## src/rtl/hb_pkg.sv

```systemverilog
// Package hb_pkg
// Shared types for the half-bridge gate interlock.
// Assumes: nothing; pure type definitions.
package hb_pkg;

    // State of the two-wire pulse link as driven by the transmitter.
    typedef enum logic [1:0] {
        LINK_IDLE = 2'b00,
        LINK_SET  = 2'b01,
        LINK_RST  = 2'b10
    } link_e;

endpackage

```

## src/rtl/hb_sync2.sv

```systemverilog
// Module hb_sync2
// Two-flop synchroniser for a vector of independent asynchronous levels.
// Assumes: each bit is a slow level; the bits are not a coherent bus.
module hb_sync2 #(
    parameter int         W       = 2,
    parameter logic [W-1:0] RST_VAL = '0
) (
    input  logic         clk,
    input  logic         rst_n,
    input  logic [W-1:0] d,
    output logic [W-1:0] q
);

    logic [W-1:0] meta;

    // Two register stages to settle metastable samples.
    always_ff @(posedge clk) begin : sync_regs
        if (!rst_n) begin
            meta <= RST_VAL;
            q    <= RST_VAL;
        end else begin
            meta <= d;
            q    <= meta;
        end
    end

endmodule

```

## src/rtl/hb_pulse_tx.sv

```systemverilog
// Module hb_pulse_tx
// Converts edges of the high-side request into PULSE_W-cycle pulses on a
// set wire (turn-on) or a reset wire (turn-off).
// Assumes: hs_req is synchronous; hold (low-side undervoltage) silences the
// link but the edge detector keeps tracking, so edges made during hold are
// consumed and never sent later.
module hb_pulse_tx
    import hb_pkg::*;
#(
    parameter int PULSE_W = 4
) (
    input  logic clk,
    input  logic rst_n,
    input  logic hs_req,
    input  logic hold,
    output logic set_ch,
    output logic rst_ch
);

    localparam int CW = $clog2(PULSE_W + 1);

    logic          req_d;
    logic          on_edge;
    logic          off_edge;
    link_e         cur;
    logic [CW-1:0] left;

    // Previous request value for edge detection.
    always_ff @(posedge clk) begin : req_hist
        if (!rst_n) req_d <= 1'b0;
        else        req_d <= hs_req;
    end

    // Edge classification of the request.
    always_comb begin : edge_detect
        on_edge  = hs_req && !req_d;
        off_edge = !hs_req && req_d;
    end

    // Drives the link for PULSE_W cycles after each edge; a new edge restarts it.
    always_ff @(posedge clk) begin : tx_seq
        if (!rst_n || hold) begin
            cur  <= LINK_IDLE;
            left <= '0;
        end else if (on_edge) begin
            cur  <= LINK_SET;
            left <= CW'(PULSE_W - 1);
        end else if (off_edge) begin
            cur  <= LINK_RST;
            left <= CW'(PULSE_W - 1);
        end else if (left != '0) begin
            left <= left - 1'b1;
        end else begin
            cur  <= LINK_IDLE;
        end
    end

    // Wire outputs decoded from the link state.
    always_comb begin : wire_decode
        set_ch = (cur == LINK_SET);
        rst_ch = (cur == LINK_RST);
    end

    // a turn-on edge starts a set pulse on the next cycle.
    p_on_edge_sets_r5: assert property (@(posedge clk) disable iff (!rst_n)
        (on_edge && !hold) |=> (set_ch && !rst_ch));

    // a turn-off edge starts a reset pulse on the next cycle.
    p_off_edge_resets_r5: assert property (@(posedge clk) disable iff (!rst_n)
        (off_edge && !hold) |=> (rst_ch && !set_ch));

endmodule

```

## src/rtl/hb_pulse_rx.sv

```systemverilog
// Module hb_pulse_rx
// Noise filter and high-side latch. A wire counts as a command only after it
// has been the sole active wire for MIN_W consecutive cycles; cycles with
// both wires active reset both runs. The latch is emptied by undervoltage and
// by the low side being about to conduct, which also blocks a set.
// Assumes: MIN_W >= 1 and MIN_W <= PULSE_W of the transmitter.
module hb_pulse_rx #(
    parameter int MIN_W = 3
) (
    input  logic clk,
    input  logic rst_n,
    input  logic set_in,
    input  logic rst_in,
    input  logic clear,
    input  logic ls_next,
    output logic hs_q
);

    localparam int RW = $clog2(MIN_W + 1);
    localparam logic [RW-1:0] RUN_MAX = RW'(MIN_W);
    localparam logic [RW-1:0] RUN_HIT = RW'(MIN_W - 1);

    logic          set_only;
    logic          rst_only;
    logic          set_acc;
    logic          rst_acc;
    logic [RW-1:0] run_s;
    logic [RW-1:0] run_r;

    // Qualify each wire as the only active one and detect the accepting cycle.
    always_comb begin : qualify
        set_only = set_in && !rst_in;
        rst_only = rst_in && !set_in;
        set_acc  = set_only && (run_s == RUN_HIT);
        rst_acc  = rst_only && (run_r == RUN_HIT);
    end

    // Saturating run counters of consecutive sole-active cycles per wire.
    always_ff @(posedge clk) begin : run_count
        if (!rst_n || clear) begin
            run_s <= '0;
            run_r <= '0;
        end else begin
            run_s <= !set_only ? '0 : (run_s == RUN_MAX ? run_s : run_s + 1'b1);
            run_r <= !rst_only ? '0 : (run_r == RUN_MAX ? run_r : run_r + 1'b1);
        end
    end

    // High-side latch: reset wins over set, low side lockout wins over both.
    always_ff @(posedge clk) begin : hs_latch
        if (!rst_n || clear || ls_next) hs_q <= 1'b0;
        else if (rst_acc)               hs_q <= 1'b0;
        else if (set_acc)               hs_q <= 1'b1;
    end

    // a common-mode cycle never changes the latch on its own.
    p_common_mode_r6: assert property (@(posedge clk) disable iff (!rst_n)
        (set_in && rst_in && !clear && !ls_next) |=> (hs_q == $past(hs_q)));

    // the latch only turns on after the set wire was the sole active wire.
    p_set_source_r6: assert property (@(posedge clk) disable iff (!rst_n)
        $rose(hs_q) |-> $past(set_in && !rst_in));

    // any undervoltage empties the latch.
    p_uv_empties_r4: assert property (@(posedge clk) disable iff (!rst_n)
        clear |=> !hs_q);

endmodule

```

## src/rtl/hb_delay_line.sv

```systemverilog
// Module hb_delay_line
// Shift register that delays the low-side request by DEPTH cycles, and
// exposes the value the tail will take on the next edge.
// Assumes: DEPTH >= 1.
module hb_delay_line #(
    parameter int DEPTH = 4
) (
    input  logic clk,
    input  logic rst_n,
    input  logic d,
    output logic tail_next,
    output logic tail
);

    logic [DEPTH-1:0] stg;

    generate
        if (DEPTH == 1) begin : g_one
            // Single stage delay.
            always_ff @(posedge clk) begin : shift_one
                if (!rst_n) stg <= '0;
                else        stg <= d;
            end
            assign tail_next = d;
        end else begin : g_many
            // Multi stage shift toward the tail.
            always_ff @(posedge clk) begin : shift_many
                if (!rst_n) stg <= '0;
                else        stg <= {stg[DEPTH-2:0], d};
            end
            assign tail_next = stg[DEPTH-2];
        end
    endgenerate

    assign tail = stg[DEPTH-1];

endmodule

```

## src/rtl/hb_gate_interlock.sv

```systemverilog
// Module hb_gate_interlock
// Half-bridge gate interlock: synchronises the two commands, resolves the
// forbidden combination to both off, sends high-side edges over a two-wire
// pulse link into a filtered latch, delays the low side by the link latency,
// and gates both outputs with the undervoltage flags.
// Assumes: ls_uv and hs_uv are glitch-free levels already in the clk domain;
// link_disturb is zero in use and only models coupled noise; MIN_W <= PULSE_W.
module hb_gate_interlock #(
    parameter int PULSE_W = 4,
    parameter int MIN_W   = 3
) (
    input  logic       clk,
    input  logic       rst_n,
    input  logic       hs_cmd_n,
    input  logic       ls_cmd,
    input  logic       ls_uv,
    input  logic       hs_uv,
    input  logic [1:0] link_disturb,
    output logic       hs_gate,
    output logic       ls_gate
);

    // Transmit register plus MIN_W filter cycles.
    localparam int LS_DEPTH = MIN_W + 1;

    logic [1:0] cmd_s;
    logic       hs_req;
    logic       ls_req;
    logic       tx_set;
    logic       tx_rst;
    logic       link_set;
    logic       link_rst;
    logic       ls_next;
    logic       ls_tail;
    logic       hs_q;

    hb_sync2 #(
        .W       (2),
        .RST_VAL (2'b10)
    ) u_sync (
        .clk   (clk),
        .rst_n (rst_n),
        .d     ({hs_cmd_n, ls_cmd}),
        .q     (cmd_s)
    );

    // Resolve command polarity; the forbidden combination requests nothing.
    always_comb begin : arbitrate
        hs_req = !cmd_s[1] && !cmd_s[0];
        ls_req =  cmd_s[1] &&  cmd_s[0];
    end

    hb_pulse_tx #(
        .PULSE_W (PULSE_W)
    ) u_tx (
        .clk    (clk),
        .rst_n  (rst_n),
        .hs_req (hs_req),
        .hold   (ls_uv),
        .set_ch (tx_set),
        .rst_ch (tx_rst)
    );

    // Link wires as seen by the receiver, including coupled disturbance.
    always_comb begin : link_wires
        link_set = tx_set || link_disturb[0];
        link_rst = tx_rst || link_disturb[1];
    end

    hb_pulse_rx #(
        .MIN_W (MIN_W)
    ) u_rx (
        .clk     (clk),
        .rst_n   (rst_n),
        .set_in  (link_set),
        .rst_in  (link_rst),
        .clear   (ls_uv || hs_uv),
        .ls_next (ls_next),
        .hs_q    (hs_q)
    );

    hb_delay_line #(
        .DEPTH (LS_DEPTH)
    ) u_ls_delay (
        .clk       (clk),
        .rst_n     (rst_n),
        .d         (ls_req),
        .tail_next (ls_next),
        .tail      (ls_tail)
    );

    // Output gating by the undervoltage flags.
    always_comb begin : out_gate
        hs_gate = hs_q && !hs_uv && !ls_uv;
        ls_gate = ls_tail && !ls_uv;
    end

    // the two gate enables are never on together.
    p_gates_excl_r2: assert property (@(posedge clk) disable iff (!rst_n)
        !(hs_gate && ls_gate));

    // latch and delayed low side never overlap, including hand-over edges.
    p_latch_tail_r8: assert property (@(posedge clk) disable iff (!rst_n)
        !(hs_q && ls_tail));

endmodule

```

## config.mk

```make
export PLATFORM = sky130hd
export DESIGN_NAME = hb_gate_interlock
export DESIGN_NICKNAME = d
export VERILOG_FILES = /design/src/rtl/hb_pkg.sv /design/src/rtl/hb_sync2.sv /design/src/rtl/hb_pulse_tx.sv /design/src/rtl/hb_pulse_rx.sv /design/src/rtl/hb_delay_line.sv /design/src/rtl/hb_gate_interlock.sv
export SDC_FILE = /design/constraint.sdc
export NUM_CORES = 1
export LEC_CHECK = 0
export BUFFER_PORTS_ARGS = -buffer_cell sky130_fd_sc_hd__buf_2
export CAP_MARGIN = 20
export CELL_PAD_IN_SITES_DETAIL_PLACEMENT = 1
export CELL_PAD_IN_SITES_GLOBAL_PLACEMENT = 1
export CORE_MARGIN = 2
export CORE_UTILIZATION = 30
export CTS_BUF_LIST = sky130_fd_sc_hd__clkbuf_8
export DETAILED_ROUTE_END_ITERATION = 7
export GPL_ROUTABILITY_DRIVEN = 0
export PLACE_DENSITY = 0.67
export SLEW_MARGIN = 30
export SYNTH_ARGS = -nofsm -noshare
export SYNTH_HDL_FRONTEND = slang
export SYNTH_HIERARCHICAL = 1
export SYNTH_SLANG_ARGS = --single-unit
```

## constraint.sdc

```tcl
create_clock -name clk -period 2.2 [get_ports clk]
set_clock_uncertainty 0.05 [all_clocks]
set_input_delay 0.22 -clock clk [delete_from_list [all_inputs] [get_ports clk]]
set_output_delay 0.22 -clock clk [all_outputs]
set_load 0.03 [all_outputs]
```

* Word level (Yosys, flattened, before mapping)
Index checks and enable logic that the tools add are counted.
W data, S select, Z words.
** Word-level totals
- RAM bits :: 0
- Flip-flop bits (word level) :: 19
- Output and inout bits :: 2
- Memories kept :: 0
- ROM bits :: 0
- Latch bits :: 0
** Cells by class
- Magnitude comparators :: 0
- Div/mod/pow operators :: 0
- Mux-type cells :: 6
- Reductions and logical operators :: 33
- Multiply operators :: 0
- Bitwise logic cells :: 2
- Shifts and indexed selects :: 0
- Add/subtract/negate cells :: 3
- Eq/ne operators :: 8
** Operator list (number)
- $logic_and A1 B1 Y1 :: 11
- $eq A2 B2 Y1 const B :: 5
- $mux W2 :: 5
- $logic_not A1 Y1 :: 9
- $reduce_or A2 Y1 :: 4
- $logic_or A1 B1 Y1 :: 6
- $reduce_bool A3 Y1 :: 2
- $add A2 B1 Y2 const B :: 2
- $ne A3 B1 Y1 const B :: 1
- $reduce_or A3 Y1 :: 1
- $sub A3 B1 Y3 const B :: 1
- $eq A2 B1 Y1 const B :: 1
- $ne A2 B1 Y1 const B :: 1
- $not A1 Y1 :: 2
- $mux W1 :: 1

* Depth between registers and ports, before layout
Gate-level depths: netlist of the first run.
- Depth after elaboration :: 6
- Mapped depth :: 5
- Mapped depth without buffers :: 5

* Cells and area by module
The synthesis of the first run kept the hierarchy.
** By module, submodules not included
- hb_pulse_tx :: sequential area each 120.1 µm², times used 1, area an instance 289.0 µm², cells each 29
- hb_pulse_rx :: sequential area each 100.1 µm², times used 1, area an instance 262.8 µm², cells each 29
- hb_delay_line :: sequential area each 80.1 µm², times used 1, area an instance 105.1 µm², cells each 8
- hb_sync2 :: sequential area each 80.1 µm², times used 1, area an instance 105.1 µm², cells each 8
- hb_gate_interlock :: sequential area each 0.0 µm², times used 1, area an instance 42.5 µm², cells each 7

* Worst setup path before layout of the first run
OpenSTA, ideal clock, no wires.
- Path type :: flip-flop to output port
- Start :: register u_rx.hs_q
- End :: output port hs_gate
- Cell stages (with the launch flop) :: 2
- Arrival :: 1.060 ns
- Buffers on the path :: 0
- Data required time :: 1.930 ns
- Setup slack :: 0.870 ns
- Cell sequence :: dfxtp_1 > nor3b_1
** Between the ends
- Word-level cells in the longest chain between the ends :: 2
** Ends and longest elaborated chain
- start: declaration :: RTL line hb_pulse_rx.sv:16 : output logic hs_q
- start signal: assignment :: RTL line hb_pulse_rx.sv:51 : if (!rst_n || clear || ls_next) hs_q <= 1'b0;
- start signal: assignment :: RTL line hb_pulse_rx.sv:52 : else if (rst_acc) hs_q <= 1'b0;
- start signal: assignment :: RTL line hb_pulse_rx.sv:53 : else if (set_acc) hs_q <= 1'b1;
- $logic_and A1 B1 Y1 (2 in series) :: RTL line hb_gate_interlock.sv:94 : hs_gate = hs_q && !hs_uv && !ls_uv;
- end: declaration :: RTL line hb_gate_interlock.sv:19 : output logic hs_gate,
No other way between the ends.

* Worst setup path after layout of the first run
- Start :: register u_tx.left[0]
- End :: register u_tx.left[1]
** Between the ends
- Word-level cells in the longest chain between the ends :: 4
- Elaborated cells between the ends (all ways) :: 6
- Those cells by class :: add/sub (1); mux (3); reduce/logical (2)
** Ends and longest elaborated chain
- start: declaration :: RTL line hb_pulse_tx.sv:26 : logic [CW-1:0] left;
- start signal: assignment :: RTL line hb_pulse_tx.sv:47 : left <= CW'(PULSE_W - 1);
- start signal: assignment :: RTL line hb_pulse_tx.sv:50 : left <= CW'(PULSE_W - 1);
- start signal: assignment :: RTL line hb_pulse_tx.sv:52 : left <= left - 1'b1;
- $sub A3 B1 Y3 :: RTL line hb_pulse_tx.sv:52
- $mux W2 :: RTL line hb_pulse_tx.sv:51 : end else if (left != '0) begin
- $mux W2 :: RTL line hb_pulse_tx.sv:48 : end else if (off_edge) begin
- $mux W2 :: RTL line hb_pulse_tx.sv:45 : end else if (on_edge) begin
Parallel ways exist; a longest one is shown, timed or not. The select of a mux whose other input is x is not followed.
A chain may end at the register's enable or synchronous reset.

==> out/qor.yml, run 1 <==
run_status:
  outcome: "finished clean"
timing:
  fin_crit_ps: 1320
  tightest_slew_ps: 231
  fin_setup_tns_ps: 0
  setup_viol: 0
  drv_slew: 0
  finalCritPeriodShare: 0.602
  fmax_mhz: 755
  rsz0062_at_grt: "no"
  slew_headroom: 0.846
  whs_ps: 101
  hold_viol: 0
layout:
  layout_common_cells: "dfxtp_1, and2_1, buf_2, nor2_1"
  fin_nets: 109
  layoutNonFillerInstCount: 124
  nFillCells: 298
  drive_gt1_frac: 0.181
  final_common_cell: "dfxtp_1"
  area_growth_pct: 15.9
  design_area_um2: 932
  n_antenna_cell: 0
setup_path:
  startpoint: "u_tx/left[0]$_SDFFE_PP0P_"
  crit_required_ps: 2340
  arrival_ps: 1460
  r2r_start: "u_tx/left[0]$_SDFFE_PP0P_"
  crit_fanout: 4
  path_class: "flop to flop"
  rr_worst_depth: 5
  worst_setup_path_start_kind: "flop"
  worst_setup_path_end_kind: "flop"
  regToRegEndpoint: "u_tx/left[1]$_SDFFE_PP0P_"
  r2r_slack_ps: 880
  endpoint: "u_tx/left[1]$_SDFFE_PP0P_"
cts:
  path_clk_slew_ps: 70
  cts_made_buffers: 3
  cts-resized-gates: 0
  cts.sinks: 19
  ctsHtreeMaxLevel: 1
  cts_setup_buffers: 0
  cts_tree: "yes"
  root_buffer: "clkbuf_8"
  hold_buffers: 0
  clockBufferDepth: 2
  clock_latency_ps: 250
placed_design:
  io_buffer_count: 9
  placed_cell_area_um2: 887
  dp.cells: 120
  dp_hpwl_um: 1080
floorplanning:
  core.rowCount: 18
  dieArea_um2: 3110
  fp.dieH_um: 55.8
  initial_core_util: 0.322
  fp.dieW_um: 55.8
  io_pins: 10
  coreArea_um2: 2500
synthesis:
  synth_largest_area_cell: "dfxtp_1"
  synth_area_leaders: "dfxtp_1, ha_1, and2_1"
  synth-seq-cells: 19
  yosysTopAreaCellShare: 0.473
  synth_cells: 81
  syn_nets: 95
  yosysSeqAreaShare: 0.473
  synth_cell_types: 22
  syn_area_per_cell_um2: 9.93
  syn_area_um2: 805
  ys_warn_count: 6
power:
  vdd_drop_max_v: 0.000307
  power_mw: 0.655
  leakage_nw: 0.407
  power.density_nw_per_um2: 703
global_routing:
  grt_first_pass_wirelength_um: 2450
  grt_use_total: 0.104
  grt_pass1_vias: 572
  grt_antenna_before_repair: 0
  grt_max_degree: 12
  grt-ovfl-total: 0
route:
  ant_nets: 0
  drc: 0
  firstDrtPassIters: 3
  vias: 558
  drt_iter0_markers: 2
  wl_um: 1370
  avgRoutedWirePerCell_um: 11.0
  viasPerCell: 4.50
job:
  maxCapViolations: 0
hold_path:
  hp-class: "input pin to flop"
## synthesized netlist by cell type, drive strengths merged
| cell type | n |
|---|---|
| dfxtp | 19 |
| and2 | 9 |
| nor2 | 8 |
| a21oi | 6 |
| ha | 6 |
| nand2b | 6 |
| inv | 5 |
| nor2b | 4 |
| nand3 | 3 |
| or2 | 3 |
| nand3b | 2 |
| nor3b | 2 |
| xor2 | 2 |
| a22oi | 1 |
| mux2 | 1 |
| mux2i | 1 |
| nor3 | 1 |
| o21ai | 1 |
| xnor2 | 1 |
## worst min-delay path by stage
stage,start,end,slack (ps),depth (start not counted)
finish,hs_cmd_n,u_sync/meta[1]$_SDFF_PN1_,100,2
global route,hs_cmd_n,u_sync/meta[1]$_SDFF_PN1_,110,2
CTS,hs_cmd_n,u_sync/meta[1]$_SDFF_PN1_,90,2
detailed placement,u_sync/meta[1]$_SDFF_PN1_,u_sync/q[1]$_SDFF_PN1_,350,1
global placement,u_sync/meta[1]$_SDFF_PN1_,u_sync/q[1]$_SDFF_PN1_,340,1
floorplan,rst_n,u_sync/meta[1]$_SDFF_PN1_,240,1
## area by class of cell
type,instances,area (um^2),share of cell area
clock buffers,3,41.3,0.0443
repair buffers,9,45.0,0.0483
well taps,30,37.5,0.0403
flip-flops and latches,19,380,0.408
multi-input cells,57,405,0.435
inverters,5,18.8,0.0201
clock inverters,1,3.75,0.00403
## sequential cells by signal, summed over array words and instances, names as in the netlist
signal	cells
u_ls_delay/stg	4
u_tx/left	3
u_rx/run_r	2
u_rx/run_s	2
u_sync/meta	2
u_sync/q	2
u_tx/cur	2
u_rx/hs_q	1
u_tx/req_d	1
## layer usage
| layer | up-vias | GRT usage | wire, um |
|---|---|---|---|
| li1 | 286 | - | - |
| met3 | 4 | 0.0279 | 63 |
| met5 | - | 0 | 0 |
| met2 | 12 | 0.156 | 622 |
| met1 | 256 | 0.126 | 646 |
| met4 | 0 | 0.0732 | 32 |
## worst max-delay path, stage by stage, from the launching register on
cell	delay [ps]
dfxtp_1	350
inv_1	70
ha_1	250
nand2b_4	110
mux2_4	310
a21oi_2	120
## kinds of logic after synthesis
family,count (synthesis),synth area share
simple gates,38,0.289
flops,19,0.473
mux,2,0.0311
compound gates,8,0.0575
buf+inv,5,0.0233
fa+ha+maj,6,0.0933
xor+xnor,3,0.0327
## where the power goes
part | total, mW | internal, mW | switching, mW
clock | 0.229 | 0.124 | 0.105
sequential | 0.358 | 0.354 | 0.00440
combinational | 0.0682 | 0.0350 | 0.0331
## through the flow
step | utilization | setup WS, ps
6_report | 0.373 | 876
5_1_grt | 0.373 | 781
4_1_cts | 0.373 | 865
3_5_place_dp | 0.355 | 878
3_3_place_gp | 0.355 | 925
2_1_floorplan | - | 870
Power figures use the tool's default switching activity.
==> run 2: changes to the inputs <==
--- a/config.mk
+++ b/config.mk
@@ -5,6 +5,7 @@
 export SDC_FILE = /design/constraint.sdc
 export NUM_CORES = 1
 export LEC_CHECK = 0
+export ABC_AREA = 1
 export BUFFER_PORTS_ARGS = -buffer_cell sky130_fd_sc_hd__buf_2
 export CAP_MARGIN = 20
 export CELL_PAD_IN_SITES_DETAIL_PLACEMENT = 1
@@ -14,7 +15,7 @@
 export CTS_BUF_LIST = sky130_fd_sc_hd__clkbuf_8
 export DETAILED_ROUTE_END_ITERATION = 7
 export GPL_ROUTABILITY_DRIVEN = 0
-export PLACE_DENSITY = 0.67
+export PLACE_DENSITY = 0.69
 export SLEW_MARGIN = 30
 export SYNTH_ARGS = -nofsm -noshare
 export SYNTH_HDL_FRONTEND = slang
==> constraint.sdc (replaced) <==
create_clock -name clk -period 1.3 [get_ports clk]
set_clock_uncertainty 0.05 [all_clocks]
set_input_delay 0.13 -clock clk [delete_from_list [all_inputs] [get_ports clk]]
set_output_delay 0.13 -clock clk [all_outputs]
set_load 0.03 [all_outputs]
==> out/qor.yml, run 2 <==
setup_path:
  crit_chain: "nand2_1, nor2_1, buf_2"
  critPathSlowestCell: "dfxtp_1"
  worst_setup_path_start_kind: "flop"
  crit_required_ps: 1120  # -1220 ps
  arrival_ps: 950  # -510 ps
  worst_setup_path_end_kind: "output port"
  crit_fanout: 2  # -2
  path_class: "flop to output port"
  slowest_delay_ps: 340  # about the same
cts:
  hold_buffers: 1  # +1
  cts.sinks: 19  # unchanged
  clockBufferDepth: 2  # unchanged
  cts_tree: "yes"
  path_clk_slew_ps: 70  # about the same
  cts_made_buffers: 3  # unchanged
  ctsHtreeMaxLevel: 1  # unchanged
  clock_latency_ps: 260  # about the same
  cts-resized-gates: 0  # unchanged
  root_buffer: "clkbuf_8"
  cts_setup_buffers: 0  # unchanged
synthesis:
  syn_area_um2: 850  # +5.6%
  yosysTopAreaCellShare: 0.448  # -0.0251
  synth_largest_area_cell: "dfxtp_1"
  ys_top_cells_by_count: "inv_1, nand2_1, dfxtp_1"
  synth_cells: 112  # +38%
  synth_edf_count: 0  # unchanged
  synth_most_common_cell: "inv_1"
  synth-seq-cells: 19  # unchanged
  ys_warn_count: 6  # unchanged
  synth_area_leaders: "dfxtp_1, inv_1, nand2_1"
  syn_nets: 126  # +33%
  syn_area_per_cell_um2: 7.59  # -24%
  yosysSeqAreaShare: 0.448  # -0.0251
  synth-main-ff-cell: "dfxtp_1"
  ys_async_sr_fraction: 0  # unchanged
  synth_cell_types: 16  # -27%
job:
  maxCapViolations: 0  # unchanged
placed_design:
  io_buffer_count: 9  # unchanged
  dp_hpwl_um: 1250  # +16%
  post-place-ws_ps: 196  # -682 ps
floorplanning:
  io_pins: 10  # unchanged
  coreArea_um2: 2730  # +9.4%
  dieArea_um2: 3270  # +5.2%
  core.rowCount: 19  # +1
  fp.dieH_um: 57.2  # +2.6%
  fp.dieW_um: 57.2  # +2.6%
  initial_core_util: 0.311  # -0.0111
route:
  avgRoutedWirePerCell_um: 10.0  # -9.0%
  drc: 0  # unchanged
  firstDrtPassIters: 4  # +1
  vias: 673  # +21%
  drt_iter0_markers: 9  # +7
  viasPerCell: 4.29  # -4.7%
  wl_um: 1570  # +15%
  ant_nets: 0  # unchanged
layout:
  final_common_cell: "inv_1"
  layout_common_cells: "inv_1, nand2_1, dfxtp_1, nor2_1, buf_2"
  drive_gt1_frac: 0.167  # -0.0142
  n_antenna_cell: 0  # unchanged
  largest_registers: "u_ls_delay/stg (4), u_tx/left (3)"
  regMostFlops: "u_ls_delay/stg"
  largest_reg_flops: 4  # unchanged
  nFillCells: 349  # +17%
  area_growth_pct: 16.5
  fin_nets: 141  # +29%
timing:
  fin_crit_ps: 1130
  slew_headroom: 0.801  # -0.0449
  tightest_slew_ps: 297  # +66.2 ps
  finalCritPeriodShare: 0.872
  fin_setup_tns_ps: 0  # unchanged
  rsz0062_at_grt: "no"
  hold_viol: 0  # unchanged
  drv_slew: 0  # unchanged
  setup_viol: 0  # unchanged
  setup_ws_ps: 167  # -709 ps
  fmax_mhz: 882
power:
  power.density_nw_per_um2: 1160  # +64%
  leakage_nw: 0.525  # +29%
  vdd_drop_max_v: 0.000640  # +110%
global_routing:
  grt_antenna_before_repair: 0  # unchanged
  grt_max_degree: 14  # +2
  grt_first_pass_wirelength_um: 2690  # +9.9%
  grt-ovfl-total: 0  # unchanged
  grt_pass1_vias: 662  # +16%
  grt_use_total: 0.110  # +0.00607
hold_path:
  hp-class: "input pin to flop"
run_status:
  outcome: "finished clean"
[run 2: per-stage QoR]
stage	cell area, um^2	total power, mW	util	hold WS, ps	instances
after floorplan	850	0.708	-	149	112
after global placement	933	0.737	0.341	247	152
after detailed placement	933	0.745	0.341	260	152
after CTS	990	1.17	0.362	2.22	157
after global routing	990	1.21	0.362	12.0	157
final	990	1.14	0.362	8.67	157
[run 2: cell families after synthesis]
logic type                 count (synthesis)  synth area share
and+or+nand+nor                           49             0.264
buffers and inverters                     28             0.124
DFF                                       19             0.448
AOI/OAI and AO/OA                          6            0.0353
adders and majority gates                  6            0.0884
xor gates and xnor gates                   4            0.0412
[run 2: area by class of cell]
cell class / count / area [um^2] / area share
flip-flops and latches: 19 / 380 / 0.384
well taps: 31 / 38.8 / 0.0392
inverters: 28 / 105 / 0.106
multi-input cells: 65 / 364 / 0.368
repair buffers: 10 / 55.1 / 0.0556
clock buffers: 3 / 41.3 / 0.0417
clock inverters: 1 / 5.00 / 0.00506
[run 2: worst paths after layout]
kind	from	endpoint	slack, ps	depth (start not counted)
setup / recovery	u_rx/hs_q$_SDFFE_PP0P_	hs_gate	170	3
hold / removal	ls_cmd	u_sync/meta[0]$_SDFF_PN0_	9	3
setup reg to reg	u_tx/cur[0]$_SDFFE_PP0P_	u_rx/run_s[1]$_SDFFE_PP0P_	190	5
hold reg to reg	u_sync/meta[0]$_SDFF_PN0_	u_sync/q[0]$_SDFF_PN0_	370	2
[run 2: worst max-delay path, delay by kind of cell (launching register included)]
family | cells | cell delay, ps
flip-flops | 1 | 340
buffers and inverters | 1 | 210
AND/OR/NAND/NOR | 2 | 150
[run 2: routing by layer]
layer / global-route usage / part of all wire / wire length [um] / vias up
li1: - / - / - / 357
met1: 0.125 / 0.45 / 708 / 304
met2: 0.182 / 0.50 / 790 / 12
met3: 0.0476 / 0.046 / 73 / 0
met4: 0.0399 / 0 / 0 / 0
met5: 0 / 0 / 0 / -
[run 2: power breakdown]
part           switching, mW  internal [mW]  leakage (nW)  total, mW
Clock                  0.199          0.213        0.0255      0.412
Combinational         0.0726         0.0517         0.345      0.124
Sequential           0.00814          0.599         0.155      0.607
